==> config.mk <==
export PLATFORM = sky130hd
export DESIGN_NAME = pwm_channel
export DESIGN_NICKNAME = d
export VERILOG_FILES = /design/src/rtl/pwm_pkg.sv /design/src/rtl/pwm_tick_gen.sv /design/src/rtl/pwm_counter.sv /design/src/rtl/pwm_out_stage.sv /design/src/rtl/pwm_channel.sv
export SDC_FILE = /design/constraint.sdc
export NUM_CORES = 1
export LEC_CHECK = 0
export ABC_AREA = 1
export BUFFER_PORTS_ARGS = -buffer_cell sky130_fd_sc_hd__buf_2
export CAP_MARGIN = 40
export CELL_PAD_IN_SITES_DETAIL_PLACEMENT = 0
export CELL_PAD_IN_SITES_GLOBAL_PLACEMENT = 1
export CORE_UTILIZATION = 43
export DETAILED_ROUTE_END_ITERATION = 6
export GPL_TIMING_DRIVEN = 0
export PLACE_DENSITY_LB_ADDON = 0.1
export SETUP_SLACK_MARGIN = 0.3
export SYNTH_ARGS = -nofsm -noshare
export SYNTH_HDL_FRONTEND = slang
export SYNTH_SLANG_ARGS = --single-unit
==> constraint.sdc <==
create_clock -name clk -period 3.6 [get_ports clk]
set_input_delay 0.54 -clock clk [delete_from_list [all_inputs] [get_ports clk]]
set_output_delay 0.54 -clock clk [all_outputs]
set_load 0.02 [all_outputs]
==> src/rtl/pwm_pkg.sv <==
// Shared constants for the PWM channel: step-source encoding and widths.
// Assumes the prescale ladder is contiguous from divide-by-1 upward.
package pwm_pkg;

    // Number of power-of-two prescale settings (divide by 1 .. 2^(NUM_DIV-1))
    localparam int NUM_DIV = 11;
    // Width of the step-source select field
    localparam int SEL_W   = 4;
    // Width of the free-running prescale counter
    localparam int PRE_W   = NUM_DIV - 1;

    // Select codes above the prescale ladder
    localparam logic [SEL_W-1:0] SEL_STROBE_A = SEL_W'(NUM_DIV);
    localparam logic [SEL_W-1:0] SEL_STROBE_B = SEL_W'(NUM_DIV + 1);

    // Source decoded from the select field
    typedef enum logic [1:0] {
        SRC_PRESCALE = 2'd0,
        SRC_STROBE_A = 2'd1,
        SRC_STROBE_B = 2'd2,
        SRC_STOPPED  = 2'd3
    } step_src_e;

    // Map a select code to its source class
    function automatic step_src_e decode_sel(input logic [SEL_W-1:0] sel);
        if (sel < SEL_W'(NUM_DIV))   return SRC_PRESCALE;
        else if (sel == SEL_STROBE_A) return SRC_STROBE_A;
        else if (sel == SEL_STROBE_B) return SRC_STROBE_B;
        else                          return SRC_STOPPED;
    endfunction

endpackage

==> src/rtl/pwm_tick_gen.sv <==
// Step-tick generator. A free-running prescale counter runs while the channel
// is running and is cleared while it is idle. The output tick is one cycle wide.
// Assumes run_i is the registered enable, so the first prescaled tick comes
// 2^sel cycles after the enabling edge.
module pwm_tick_gen
    import pwm_pkg::*;
(
    input  logic             clk,
    input  logic             rst_n,
    input  logic             run_i,
    input  logic [SEL_W-1:0] sel_i,
    input  logic             tick_a_i,
    input  logic             tick_b_i,
    output logic             tick_o
);

    logic [PRE_W-1:0] pre_q;
    logic [PRE_W-1:0] pre_mask;
    logic             pre_hit;
    step_src_e        src;

    // Prescale counter: counts while running, restarts from zero when idle
    always_ff @(posedge clk) begin
        if (!rst_n)      pre_q <= '0;
        else if (!run_i) pre_q <= '0;
        else             pre_q <= pre_q + 1'b1;
    end

    // Low-bit mask for the chosen division; code 0 gives an empty mask (every cycle)
    always_comb begin
        pre_mask = '0;
        if (sel_i < SEL_W'(NUM_DIV))
            pre_mask = ~({PRE_W{1'b1}} << sel_i);
    end

    assign pre_hit = ((pre_q & pre_mask) == pre_mask);
    assign src     = decode_sel(sel_i);

    // Pick the step strobe from the decoded source
    always_comb begin
        unique case (src)
            SRC_PRESCALE: tick_o = run_i & pre_hit;
            SRC_STROBE_A: tick_o = run_i & tick_a_i;
            SRC_STROBE_B: tick_o = run_i & tick_b_i;
            default:      tick_o = 1'b0;
        endcase
    end

    AST_IDLE_NO_TICK: assert property (@(posedge clk) disable iff (!rst_n)
        !run_i |-> !tick_o);
    AST_STOPPED_NO_TICK: assert property (@(posedge clk) disable iff (!rst_n)
        (sel_i > SEL_STROBE_B) |-> !tick_o);

endmodule

==> src/rtl/pwm_counter.sv <==
// Channel counter with latched period, duty and shape. In edge-aligned shape it
// wraps from P-1 to 0. In center-aligned shape it climbs to P and falls to 0.
// The configuration is captured when the count returns to 0 and while disabled.
// Assumes tick_i is at most one cycle wide and already gated by run.
module pwm_counter #(
    parameter int CNT_W = 16
) (
    input  logic             clk,
    input  logic             rst_n,
    input  logic             en_i,
    input  logic             tick_i,
    input  logic             center_i,
    input  logic [CNT_W-1:0] period_i,
    input  logic [CNT_W-1:0] duty_i,
    output logic [CNT_W-1:0] cnt_o,
    output logic             down_o,
    output logic [CNT_W-1:0] duty_o
);

    logic [CNT_W-1:0] cnt_q, cnt_d;
    logic             down_q, down_d;
    logic [CNT_W-1:0] per_q, dty_q;
    logic             ctr_q;
    logic             load;

    // Next-state of count and direction, plus the period-start capture strobe
    always_comb begin
        cnt_d  = cnt_q;
        down_d = down_q;
        load   = 1'b0;
        if (!en_i) begin
            cnt_d  = '0;
            down_d = 1'b0;
            load   = 1'b1;
        end else if (tick_i) begin
            if (per_q == '0) begin
                cnt_d  = '0;
                down_d = 1'b0;
                load   = 1'b1;
            end else if (!ctr_q) begin
                if (cnt_q >= per_q - 1'b1) begin
                    cnt_d = '0;
                    load  = 1'b1;
                end else begin
                    cnt_d = cnt_q + 1'b1;
                end
            end else if (!down_q) begin
                cnt_d = cnt_q + 1'b1;
                if (cnt_q >= per_q - 1'b1)
                    down_d = 1'b1;
            end else begin
                if (cnt_q <= CNT_W'(1)) begin
                    cnt_d  = '0;
                    down_d = 1'b0;
                    load   = 1'b1;
                end else begin
                    cnt_d = cnt_q - 1'b1;
                end
            end
        end
    end

    // Count and direction registers
    always_ff @(posedge clk) begin
        if (!rst_n) begin
            cnt_q  <= '0;
            down_q <= 1'b0;
        end else begin
            cnt_q  <= cnt_d;
            down_q <= down_d;
        end
    end

    // Configuration captured at the start of each period
    always_ff @(posedge clk) begin
        if (!rst_n) begin
            per_q <= '0;
            dty_q <= '0;
            ctr_q <= 1'b0;
        end else if (load) begin
            per_q <= period_i;
            dty_q <= duty_i;
            ctr_q <= center_i;
        end
    end

    assign cnt_o  = cnt_q;
    assign down_o = down_q;
    assign duty_o = dty_q;

    AST_EDGE_RANGE: assert property (@(posedge clk) disable iff (!rst_n)
        (!ctr_q && per_q != '0) |-> (cnt_q < per_q));
    AST_CENTER_RANGE: assert property (@(posedge clk) disable iff (!rst_n)
        ctr_q |-> (cnt_q <= per_q));
    AST_CENTER_TURN: assert property (@(posedge clk) disable iff (!rst_n)
        (ctr_q && per_q != '0 && cnt_q == per_q) |-> down_q);
    AST_CFG_HELD: assert property (@(posedge clk) disable iff (!rst_n)
        en_i |=> (cnt_q == '0) || ($stable(per_q) && $stable(dty_q) && $stable(ctr_q)));
    AST_DISABLE_CLEARS: assert property (@(posedge clk) disable iff (!rst_n)
        !en_i |=> (cnt_q == '0 && !down_q));

endmodule

==> src/rtl/pwm_out_stage.sv <==
// Output comparator. Active while count >= duty on the rising half and while
// count > duty on the falling half. Drives the inactive level when not running.
// Assumes down_i stays low in edge-aligned shape.
module pwm_out_stage #(
    parameter int CNT_W = 16
) (
    input  logic             run_i,
    input  logic             pol_i,
    input  logic [CNT_W-1:0] cnt_i,
    input  logic             down_i,
    input  logic [CNT_W-1:0] duty_i,
    output logic             pwm_o
);

    logic active;

    // Compare count against latched duty with the half-dependent bound
    always_comb begin
        if (down_i) active = (cnt_i >  duty_i);
        else        active = (cnt_i >= duty_i);
    end

    // Map active/inactive onto the selected polarity
    assign pwm_o = (run_i && active) ? pol_i : ~pol_i;

endmodule

==> src/rtl/pwm_channel.sv <==
// Top of the PWM channel: registers the enable, generates the step tick,
// runs the channel counter and drives the compared output.
// Assumes the external strobes are synchronous to clk and one cycle wide.
module pwm_channel
    import pwm_pkg::*;
#(
    parameter int CNT_W = 16
) (
    input  logic             clk,
    input  logic             rst_n,
    input  logic             en_i,
    input  logic             center_i,
    input  logic             pol_i,
    input  logic [SEL_W-1:0] clk_sel_i,
    input  logic             tick_a_i,
    input  logic             tick_b_i,
    input  logic [CNT_W-1:0] period_i,
    input  logic [CNT_W-1:0] duty_i,
    output logic             pwm_o
);

    logic             run_q;
    logic             tick;
    logic [CNT_W-1:0] cnt;
    logic             down;
    logic [CNT_W-1:0] duty_l;

    // Registered enable: channel runs from the edge after en_i is seen high
    always_ff @(posedge clk) begin
        if (!rst_n) run_q <= 1'b0;
        else        run_q <= en_i;
    end

    pwm_tick_gen u_tick (
        .clk      (clk),
        .rst_n    (rst_n),
        .run_i    (run_q & en_i),
        .sel_i    (clk_sel_i),
        .tick_a_i (tick_a_i),
        .tick_b_i (tick_b_i),
        .tick_o   (tick)
    );

    pwm_counter #(.CNT_W(CNT_W)) u_cnt (
        .clk      (clk),
        .rst_n    (rst_n),
        .en_i     (en_i),
        .tick_i   (tick),
        .center_i (center_i),
        .period_i (period_i),
        .duty_i   (duty_i),
        .cnt_o    (cnt),
        .down_o   (down),
        .duty_o   (duty_l)
    );

    pwm_out_stage #(.CNT_W(CNT_W)) u_out (
        .run_i  (run_q),
        .pol_i  (pol_i),
        .cnt_i  (cnt),
        .down_i (down),
        .duty_i (duty_l),
        .pwm_o  (pwm_o)
    );

    AST_STOPPED_HOLDS: assert property (@(posedge clk) disable iff (!rst_n)
        (en_i && clk_sel_i > SEL_STROBE_B) |=> $stable(cnt));
    AST_IDLE_INACTIVE: assert property (@(posedge clk) disable iff (!rst_n)
        !en_i |=> (pwm_o == ~pol_i));

endmodule

==> metrics.log, run 1 <==
[metrics] clock network power share: 38.7%
[metrics] synthesized area: 4800 um2
[metrics] number of detailed-route iterations in the first pass: 5
[metrics] die extent in x: 108 um
[metrics] Net Sw Frac: 29.5%
[metrics] global-route congestion overflow total: 0
[metrics] Crit Reg-Reg Startpoint: u_cnt.per_q[2]
[metrics] arrival time of data at the critical path endpoint: 3.39 ns
[metrics] Final Non-Filler Cells: 935
[metrics] total of flip-flops plus latches after synthesis: 61
[metrics] cell at the root of the clock tree: sky130_fd_sc_hd__clkbuf_8
[metrics] initial cell density of the core: 44.3%
[metrics] number of clock sinks seen by CTS: 61
[metrics] adder-cell share of the synthesized area: 9.64%
[metrics] Buffers on Ports: 42
[metrics] sequential share of power: 44.2%
[metrics] most common cell after layout, fill and taps aside: sky130_fd_sc_hd__nand2_1
[metrics] Comb power frac: 17.1%
[metrics] CP Max Fanout: 10
[metrics] minimum period implied by the final worst setup slack: 3.09 ns
[metrics] XOR/XNOR Fraction of Synth Area: 4.01%
[metrics] Yosys Warn Count: 0
[metrics] worst skew pair latency: 0.36 ns
[metrics] max-cap violation count: 0
[metrics] number of vias after detailed routing: 4774
[metrics] cell area after placement: 5190 um2
[metrics] peak clock frequency supported by timing: 323 MHz
[metrics] final clock period utilization by the worst path: 85.9%
[metrics] post-placement cell count: 917
[metrics] crit path launch type: flip-flop
[metrics] critical path required time: 3.89 ns
[metrics] actual transition at the worst max-transition pin: 0.547 ns
[metrics] worst hold path depth: 3
[metrics] number of antenna violations at the first check in global routing: 0
[metrics] HP Start: duty_i[14]
[metrics] Worst IR Drop VDD: 0.000285 V
[metrics] Setup WS pre-CTS: -0.0694 ns
[metrics] unrepaired setup endpoints after global routing: false
[metrics] Syn Nets: 815
[metrics] count of final hold-check violations: 0
[metrics] slack of the worst reg-to-reg path: 0.51 ns
[metrics] commonest cells after routing, fill and taps aside: 154 x sky130_fd_sc_hd__nand2_1, 90 x sky130_fd_sc_hd__nor2_1, 88 x sky130_fd_sc_hd__inv_1
[metrics] final routed DRC violation total: 0
[metrics] via count of the first global-routing pass: 4236
[metrics] power density relative to cell area: 299 nW/um2
[metrics] max-slew violation count: 0
[metrics] sequential area share after synthesis: 25.4%
[metrics] result of the run: finished, final reports clean
[metrics] WL per Instance: 13.7 um
[metrics] die boundary height: 108 um
[metrics] Die Area: 11600 um2
[metrics] wire length of the first global-routing pass: 20700 um
[metrics] total length of routed wires: 12900 um
[metrics] Total Nets Final: 870
[metrics] number of antenna repair diodes: 0
[metrics] class of the most critical hold timing path: primary input to flip-flop
[metrics] post-DP HPWL: 10200 um
[metrics] area of all placed cells without fillers: 5440 um2
[metrics] Hold WS: 0.397 ns
[metrics] internal portion of total power: 0.00115 W
[metrics] net switching power figure: 0.000479 W
[metrics] number of standard cells after synthesis: 735
[metrics] clock tree from TritonCTS: done
[metrics] hold path endpoint: u_cnt.duty_o[14]
[metrics] clock tree skew after final layout: 0.00711 ns
[metrics] H-tree lvl count: 3
[metrics] via-per-instance ratio: 5.11
[metrics] average footprint of a synthesized cell: 6.53 um2
[metrics] Relative slew margins: 63.5%
[metrics] kind of critical path: flip-flop to flip-flop
[metrics] pin count of the biggest net entering global routing: 12
[metrics] share of synthesized area spent on multiplexers: 0%
[metrics] kind of end point of the critical path: flip-flop
[metrics] dominant combinational cell family by area after synthesis: simple AND/OR/NAND/NOR gates
[metrics] total global routing track utilization: 23.3%
[metrics] Setup crit start: u_cnt.per_q[2]
[metrics] Max Buffers Root-to-Sink: 2
[metrics] Boundary Pins: 44
[metrics] slack of the critical path: 0.506 ns
[metrics] post-synthesis compound-gate area fraction: 15.9%
[metrics] simple-gate area share of the yosys netlist: 33.8%
[metrics] Final setup viols: 0
[metrics] count of cell types in the netlist: 39
[metrics] placer congestion estimate: 0.859
[metrics] worst-case reg-to-reg path depth: 21
[metrics] Final Power: 0.00163 W
[metrics] Floorplan Core Area: 10800 um2
[metrics] fraction of layout instances using a drive strength above 1: 17.4%
[metrics] clock slew at reported path FFs: 0.07 ns
[metrics] post-route antenna net violation count: 0
[metrics] leakage: 2.55 nW
[metrics] 1st-iter DRT viols: 349
[metrics] area overhead of the layout relative to synthesis: 13.3%
[metrics] clock buffer count from CTS: 9
[metrics] number of rows in the core area: 38
[metrics] reg2reg end: u_cnt.cnt_o[10]
[metrics] post-cts hold buffer count: 0
[state kept, by name, indices dropped and copies added (netlist names)]
register	cells
u_tick.pre_q	10
u_cnt.cnt_o	16
run_q	1
u_cnt.down_o	1
u_cnt.per_q	16
u_cnt.duty_o	16
u_cnt.ctr_q	1
[what timing repair did]
action                     4_1_cts  5_1_grt
gates resized for setup          6        4
pin swaps                        0        1
setup buffers                    0        2
setup endpoints to repair       41       36
gates cloned                     0        0
[power by group through the flow]
stage                     Sequential, W  Clock [W]  Combinational [W]
after floorplan                0.000728          0           0.000189
after global placement         0.000732          0           0.000263
after detailed placement       0.000733          0           0.000270
after CTS                      0.000718   0.000652           0.000274
after global routing           0.000721   0.000675           0.000315
final                          0.000718   0.000629           0.000278
[worst max-delay path by stage]
stage | to | cells past startpoint | slack, ns
after floorplan | u_cnt.duty_o[0] | 20 | 0.67
after global placement | u_cnt.cnt_o[5] | 21 | 0.004
after detailed placement | u_cnt.per_q[14] | 21 | -0.07
after CTS | u_cnt.cnt_o[10] | 21 | 0.32
after global routing | u_cnt.cnt_o[0] | 21 | 0.30
final | u_cnt.cnt_o[10] | 21 | 0.51
[layout make-up]
type / count / area, um2
buffer: 29 / 190
clock buffer: 11 / 141
clock inverter: 5 / 60.1
fill: 1149 / 5400
inverter: 93 / 349
multi-input combinational: 552 / 3080
sequential: 61 / 1220
tap: 140 / 175
timing repair buffer: 44 / 225
[per-stage QoR]
| stage | utilization (%) | TNS (ns) |
|---|---|---|
| after global placement | 47.8 | 0 |
| final | 50.2 | 0 |
| after detailed placement | 47.8 | -1.18 |
| after floorplan | - | 0 |
| after CTS | 49.9 | 0 |
| after global routing | 50.2 | 0 |
[cell usage after synthesis]
library cell / n / share of area (%)
sky130_fd_sc_hd__nor3b_1: 1 / 0.16
sky130_fd_sc_hd__clkinv_1: 1 / 0.078
sky130_fd_sc_hd__nand3_1: 72 / 7.5
sky130_fd_sc_hd__o21bai_1: 1 / 0.16
sky130_fd_sc_hd__nand4_1: 11 / 1.4
sky130_fd_sc_hd__o21ai_0: 22 / 2.3
sky130_fd_sc_hd__buf_8: 1 / 0.31
sky130_fd_sc_hd__nand3_2: 1 / 0.21
sky130_fd_sc_hd__xnor2_1: 2 / 0.36
sky130_fd_sc_hd__nand2_4: 1 / 0.23
sky130_fd_sc_hd__o21ai_2: 1 / 0.18
sky130_fd_sc_hd__o21ai_1: 2 / 0.21
sky130_fd_sc_hd__inv_1: 89 / 7.0
sky130_fd_sc_hd__buf_1: 3 / 0.23
sky130_fd_sc_hd__nor2_2: 6 / 0.78
sky130_fd_sc_hd__or2_0: 1 / 0.13
sky130_fd_sc_hd__a21o_1: 1 / 0.16
sky130_fd_sc_hd__a22oi_1: 1 / 0.16
sky130_fd_sc_hd__a21oi_1: 58 / 6.0
sky130_fd_sc_hd__ha_1: 37 / 9.6
sky130_fd_sc_hd__a21oi_2: 30 / 5.5
sky130_fd_sc_hd__nor3_1: 17 / 1.8
sky130_fd_sc_hd__nor2_1: 91 / 7.1
sky130_fd_sc_hd__nor2_8: 1 / 0.42
sky130_fd_sc_hd__buf_4: 3 / 0.47
sky130_fd_sc_hd__buf_2: 9 / 0.94
sky130_fd_sc_hd__a31oi_1: 2 / 0.26
sky130_fd_sc_hd__o21a_1: 1 / 0.16
sky130_fd_sc_hd__nor2_4: 5 / 1.2
sky130_fd_sc_hd__o211ai_1: 1 / 0.16
sky130_fd_sc_hd__or2_2: 1 / 0.13
sky130_fd_sc_hd__nand2_1: 155 / 12
sky130_fd_sc_hd__buf_6: 6 / 1.4
sky130_fd_sc_hd__xor2_1: 20 / 3.6
sky130_fd_sc_hd__dfxtp_1: 61 / 25
sky130_fd_sc_hd__nand2_2: 5 / 0.65
sky130_fd_sc_hd__clkbuf_1: 7 / 0.55
sky130_fd_sc_hd__o22ai_1: 5 / 0.65
sky130_fd_sc_hd__inv_2: 3 / 0.23
[worst max-delay path: stages, from the launching register on]
cell	delay [ns]
sky130_fd_sc_hd__dfxtp_1	0.35
sky130_fd_sc_hd__inv_1	0.10
sky130_fd_sc_hd__nand3_2	0.12
sky130_fd_sc_hd__nor3_4	0.21
sky130_fd_sc_hd__nand2_2	0.12
sky130_fd_sc_hd__nor2_4	0.13
sky130_fd_sc_hd__nand3_1	0.12
sky130_fd_sc_hd__xor2_1	0.15
sky130_fd_sc_hd__inv_1	0.06
sky130_fd_sc_hd__ha_1	0.29
sky130_fd_sc_hd__nand2_1	0.11
sky130_fd_sc_hd__o21bai_1	0.11
sky130_fd_sc_hd__nand2_1	0.06
sky130_fd_sc_hd__a21oi_1	0.15
sky130_fd_sc_hd__nand3_2	0.15
sky130_fd_sc_hd__nand2_4	0.10
sky130_fd_sc_hd__nand2_2	0.07
sky130_fd_sc_hd__nand2_4	0.09
sky130_fd_sc_hd__buf_6	0.15
sky130_fd_sc_hd__buf_8	0.16
sky130_fd_sc_hd__nand2_2	0.10
sky130_fd_sc_hd__a21oi_1	0.12
[metal layers]
layer  wire length, um  track usage [%]
met1              6420             32.9
met2              5740             35.4
met3               511             4.18
met4               180             8.12
met5                 0                0
[kinds of logic after synthesis]
group                    Yosys count
AO/OA/AOI/OAI                    125
AND/OR/NAND/NOR                  368
XOR/XNOR                          22
flip-flops                        61
adder cells (fa/ha/maj)           37
buffers and inverters            122
Note: power is estimated with default switching activity, not from simulation.
==> run 2: changes to the inputs <==
--- a/config.mk
+++ b/config.mk
@@ -5,14 +5,14 @@
 export SDC_FILE = /design/constraint.sdc
 export NUM_CORES = 1
 export LEC_CHECK = 0
-export ABC_AREA = 1
 export BUFFER_PORTS_ARGS = -buffer_cell sky130_fd_sc_hd__buf_2
 export CAP_MARGIN = 40
 export CELL_PAD_IN_SITES_DETAIL_PLACEMENT = 0
 export CELL_PAD_IN_SITES_GLOBAL_PLACEMENT = 1
-export CORE_UTILIZATION = 43
+export CORE_UTILIZATION = 44
 export DETAILED_ROUTE_END_ITERATION = 6
 export GPL_TIMING_DRIVEN = 0
+export HOLD_SLACK_MARGIN = 0.08
 export PLACE_DENSITY_LB_ADDON = 0.1
 export SETUP_SLACK_MARGIN = 0.3
 export SYNTH_ARGS = -nofsm -noshare
==> run 2 against run 1 <==
  * Synthesized cell count is 27% lower
  * Critical path depth decreased by 8
  * Routed wire length fell by 10%
  * Cell count is 21% lower
  * Combinational power rose by 14%
  * Register-to-register slack worse by 0.33 ns
  * Via count is 15% lower
  * Power increased by 5.2%
  * Sequential power up 1%
  * Critical endpoint is now u_cnt.cnt_o[9]
  * Largest power group unchanged
==> metrics.log, run 2 <==
[metrics] dominant combinational cell family by area after synthesis: simple AND/OR/NAND/NOR gates
[metrics] CP Max Fanout: 5
[metrics] placer congestion estimate: 0.884
[metrics] HP Start: period_i[0]
[metrics] Setup crit start: u_cnt.per_q[1]
[metrics] critical path required time: 3.87 ns
[metrics] worst-case reg-to-reg path depth: 13
[metrics] slack of the critical path: 0.175 ns
[metrics] post-route antenna net violation count: 0
[metrics] most common cell after layout, fill and taps aside: sky130_fd_sc_hd__nand2_1
[metrics] Relative slew margins: 52.9%
[metrics] portion of synthesized cell area occupied by the leading cell type: 28.8%
[metrics] pin count of the biggest net entering global routing: 11
[metrics] commonest cells after routing, fill and taps aside: 100 x sky130_fd_sc_hd__nand2_1, 58 x sky130_fd_sc_hd__dfxtp_1, 42 x sky130_fd_sc_hd__buf_2
[metrics] post-DP HPWL: 8160 um
[metrics] Crit Reg-Reg Startpoint: u_cnt.per_q[1]
[metrics] reg2reg end: u_cnt.cnt_o[9]
[metrics] Worst IR Drop VDD: 0.000224 V
[metrics] cell with the most instances after synthesis: sky130_fd_sc_hd__nand2_1
[metrics] fraction of layout instances using a drive strength above 1: 17.8%
[metrics] crit path launch type: flip-flop
[metrics] via count of the first global-routing pass: 3753
[metrics] worst skew pair latency: 0.34 ns
[metrics] total global routing track utilization: 23.7%
[metrics] cell at the root of the clock tree: sky130_fd_sc_hd__clkbuf_8
[metrics] adder-cell share of the synthesized area: 10.9%
[metrics] Setup WS pre-CTS: -0.126 ns
[metrics] peak clock frequency supported by timing: 292 MHz
[metrics] Yosys Warn Count: 0
[metrics] Buffers on Ports: 40
[metrics] actual transition at the worst max-transition pin: 0.704 ns
[metrics] Top cell by count, worst path: sky130_fd_sc_hd__buf_6
[metrics] number of detailed-route iterations in the first pass: 4
[metrics] minimum period implied by the final worst setup slack: 3.43 ns
[metrics] flip-flop and latch area: 1230 um2
[metrics] arrival time of data at the critical path endpoint: 3.69 ns
[metrics] top cell type by total area after synthesis: sky130_fd_sc_hd__dfxtp_1
[metrics] number of antenna violations at the first check in global routing: 0
[metrics] list of most frequent post-synthesis cells: 102 x sky130_fd_sc_hd__nand2_1, 61 x sky130_fd_sc_hd__dfxtp_1, 37 x sky130_fd_sc_hd__ha_1, 33 x sky130_fd_sc_hd__mux2i_1, 32 x sky130_fd_sc_hd__nor2_1
[metrics] Final setup viols: 0
[metrics] global-route congestion overflow total: 0
[metrics] kind of critical path: flip-flop to flip-flop
[metrics] class of the most critical hold timing path: primary input to flip-flop
[metrics] initial cell density of the core: 45.6%
[metrics] Syn Nets: 620
[metrics] final routed DRC violation total: 0
[metrics] die boundary height: 100 um
[metrics] number of standard cells after synthesis: 540
[metrics] largest stage delay on the critical path: 0.45 ns
[metrics] post-synthesis compound-gate area fraction: 15.0%
[metrics] leakage: 2.14 nW
[metrics] CP max stage cell: sky130_fd_sc_hd__or4_1
[metrics] count of flip-flops with a built-in enable after synthesis: 0
[metrics] synthesized area: 4240 um2
[metrics] total length of routed wires: 11500 um
[metrics] worst hold path depth: 3
[metrics] area of the multi-input gates: 2960 um2
[metrics] wire length of the first global-routing pass: 18500 um
[metrics] via-per-instance ratio: 5.45
[metrics] simple-gate area share of the yosys netlist: 27.1%
[metrics] average footprint of a synthesized cell: 7.85 um2
[metrics] result of the run: finished, final reports clean
[metrics] WL per Instance: 15.5 um
[metrics] 1st-iter DRT viols: 188
[metrics] series of cell instances along the critical path: buf_6 > nor4_4 > nand2b_1 > xor2_1 > ha_1 > and3_4 > a221oi_4 > o2111ai_2 > o21a_1 > or2_4 > buf_6 > or4_1 > a31oi_1
[metrics] clock buffer count from CTS: 9
[metrics] die extent in x: 100 um
[metrics] setup tns final: 0 ns
[metrics] number of clock sinks seen by CTS: 61
[metrics] Boundary Pins: 44
[metrics] power density relative to cell area: 333 nW/um2
[metrics] Die Area: 10000 um2
[metrics] kind of end point of the critical path: flip-flop
[metrics] Total Nets Final: 687
[metrics] most instantiated flip-flop cell in the synthesis netlist: sky130_fd_sc_hd__dfxtp_1
[metrics] Floorplan Core Area: 9280 um2
[metrics] H-tree lvl count: 3
[metrics] max-slew violation count: 0
[metrics] sequential area share after synthesis: 28.8%
[metrics] fill cell total of the finished layout: 924
[metrics] Max Buffers Root-to-Sink: 2
[metrics] unrepaired setup endpoints after global routing: true
[metrics] count of final hold-check violations: 0
[metrics] clock tree skew after final layout: 0.0124 ns
[metrics] total of flip-flops plus latches after synthesis: 61
[metrics] fin util: 55.3%
[metrics] max-cap violation count: 0
[metrics] number of antenna repair diodes: 0
[metrics] XOR/XNOR Fraction of Synth Area: 5.17%
[metrics] count of cell types in the netlist: 57
[metrics] share of synthesized area spent on multiplexers: 7.80%
[metrics] slack of the worst reg-to-reg path: 0.17 ns
[metrics] final clock period utilization by the worst path: 95.1%
[metrics] area overhead of the layout relative to synthesis: 21.2%
[metrics] number of rows in the core area: 35
[metrics] main area contributors after synthesis: sky130_fd_sc_hd__dfxtp_1 29%, sky130_fd_sc_hd__ha_1 11%, sky130_fd_sc_hd__nand2_1 9.0%
[metrics] hold path endpoint: u_cnt.per_q[0]
[metrics] clock tree from TritonCTS: done
[metrics] share of synthesized flip-flops with an asynchronous set or reset: 0%
[metrics] clock slew at reported path FFs: 0.07 ns
[metrics] number of vias after detailed routing: 4037
run 2: cell count changes after synthesis, sizes merged, moves of 9 or more:
cell / delta
nor4: +9
a21oi: -62
o21ai: -11
mux2i: +33
nor2: -71
inv: -69
clkbuf: +16
and3: +10
xnor2: +11
buf: -16
nand2: -59
nand3: -50
run 2: power by group:
group	total [W]	switching, W	leakage [nW]	internal, W
clock	0.000665	0.000276	0.101	0.000390
sequential	0.000728	0.0000286	0.500	0.000699
combinational	0.000316	0.000164	1.54	0.000152
run 2: worst max path at each step:
stage,endpoint,slack [ns],depth (start not counted)
finish,u_cnt.cnt_o[9],0.17,13
global route,u_cnt.cnt_o[9],0.03,13
CTS,u_cnt.cnt_o[9],0.26,15
detailed placement,u_cnt.duty_o[3],-0.13,16
global placement,u_cnt.duty_o[6],-0.09,16
floorplan,u_cnt.cnt_o[10],0.31,15
run 2: layout make-up:
class,count,share of cell area [%]
plain buffers,29,3.12
flip-flops and latches,61,23.9
inverters,24,1.80
clock inverters,4,1.41
repair buffers,56,6.26
well taps,129,3.14
clock buffers,12,2.63
multi-input cells,426,57.7
run 2: worst max-delay path, delay by kind of cell, from the launching register on:
| family | cells | cell delay (ns) |
|---|---|---|
| adders and majority gates | 1 | 0.28 |
| and+or+nand+nor | 5 | 1.40 |
| AOI/OAI and AO/OA | 4 | 0.83 |
| xor gates and xnor gates | 1 | 0.23 |
| DFF | 1 | 0.36 |
| buffers and inverters | 2 | 0.25 |
run 2: what timing repair did:
item,4_1_cts,5_1_grt
pin swaps,18,15
endpoints found under the setup margin,48,50
endpoints found under the hold margin,0,0
cloned,1,0
setup buffers,9,6
hold buffers,0,0
gates resized for setup,27,22
run 2: logic make-up after synthesis:
group           count (synthesis)
compound gates                 94
xor+xnor                       25
fa+ha+maj                      37
buf+inv                        53
flops                          61
mux                            33
simple gates                  237
run 2: per-stage QoR:
| stage | hold WS (ns) | total power [W] | instance area [um2] | instances |
|---|---|---|---|---|
| 2_1_floorplan | 0.438 | 0.000912 | 4240 | 540 |
| 3_3_place_gp | 0.447 | 0.000980 | 4600 | 709 |
| 3_5_place_dp | 0.456 | 0.000987 | 4600 | 709 |
| 4_1_cts | 0.411 | 0.00169 | 4990 | 735 |
| 5_1_grt | 0.419 | 0.00180 | 5130 | 741 |
| 6_report | 0.424 | 0.00171 | 5130 | 741 |
run 2: per-layer routing:
layer	vias to the layer above	part of all wire (%)	global-route usage, %
li1	2062	-	-
met1	1857	46	31.2
met5	-	0	0
met3	18	5.5	4.39
met4	0	1.9	8.36
met2	100	46	38.9
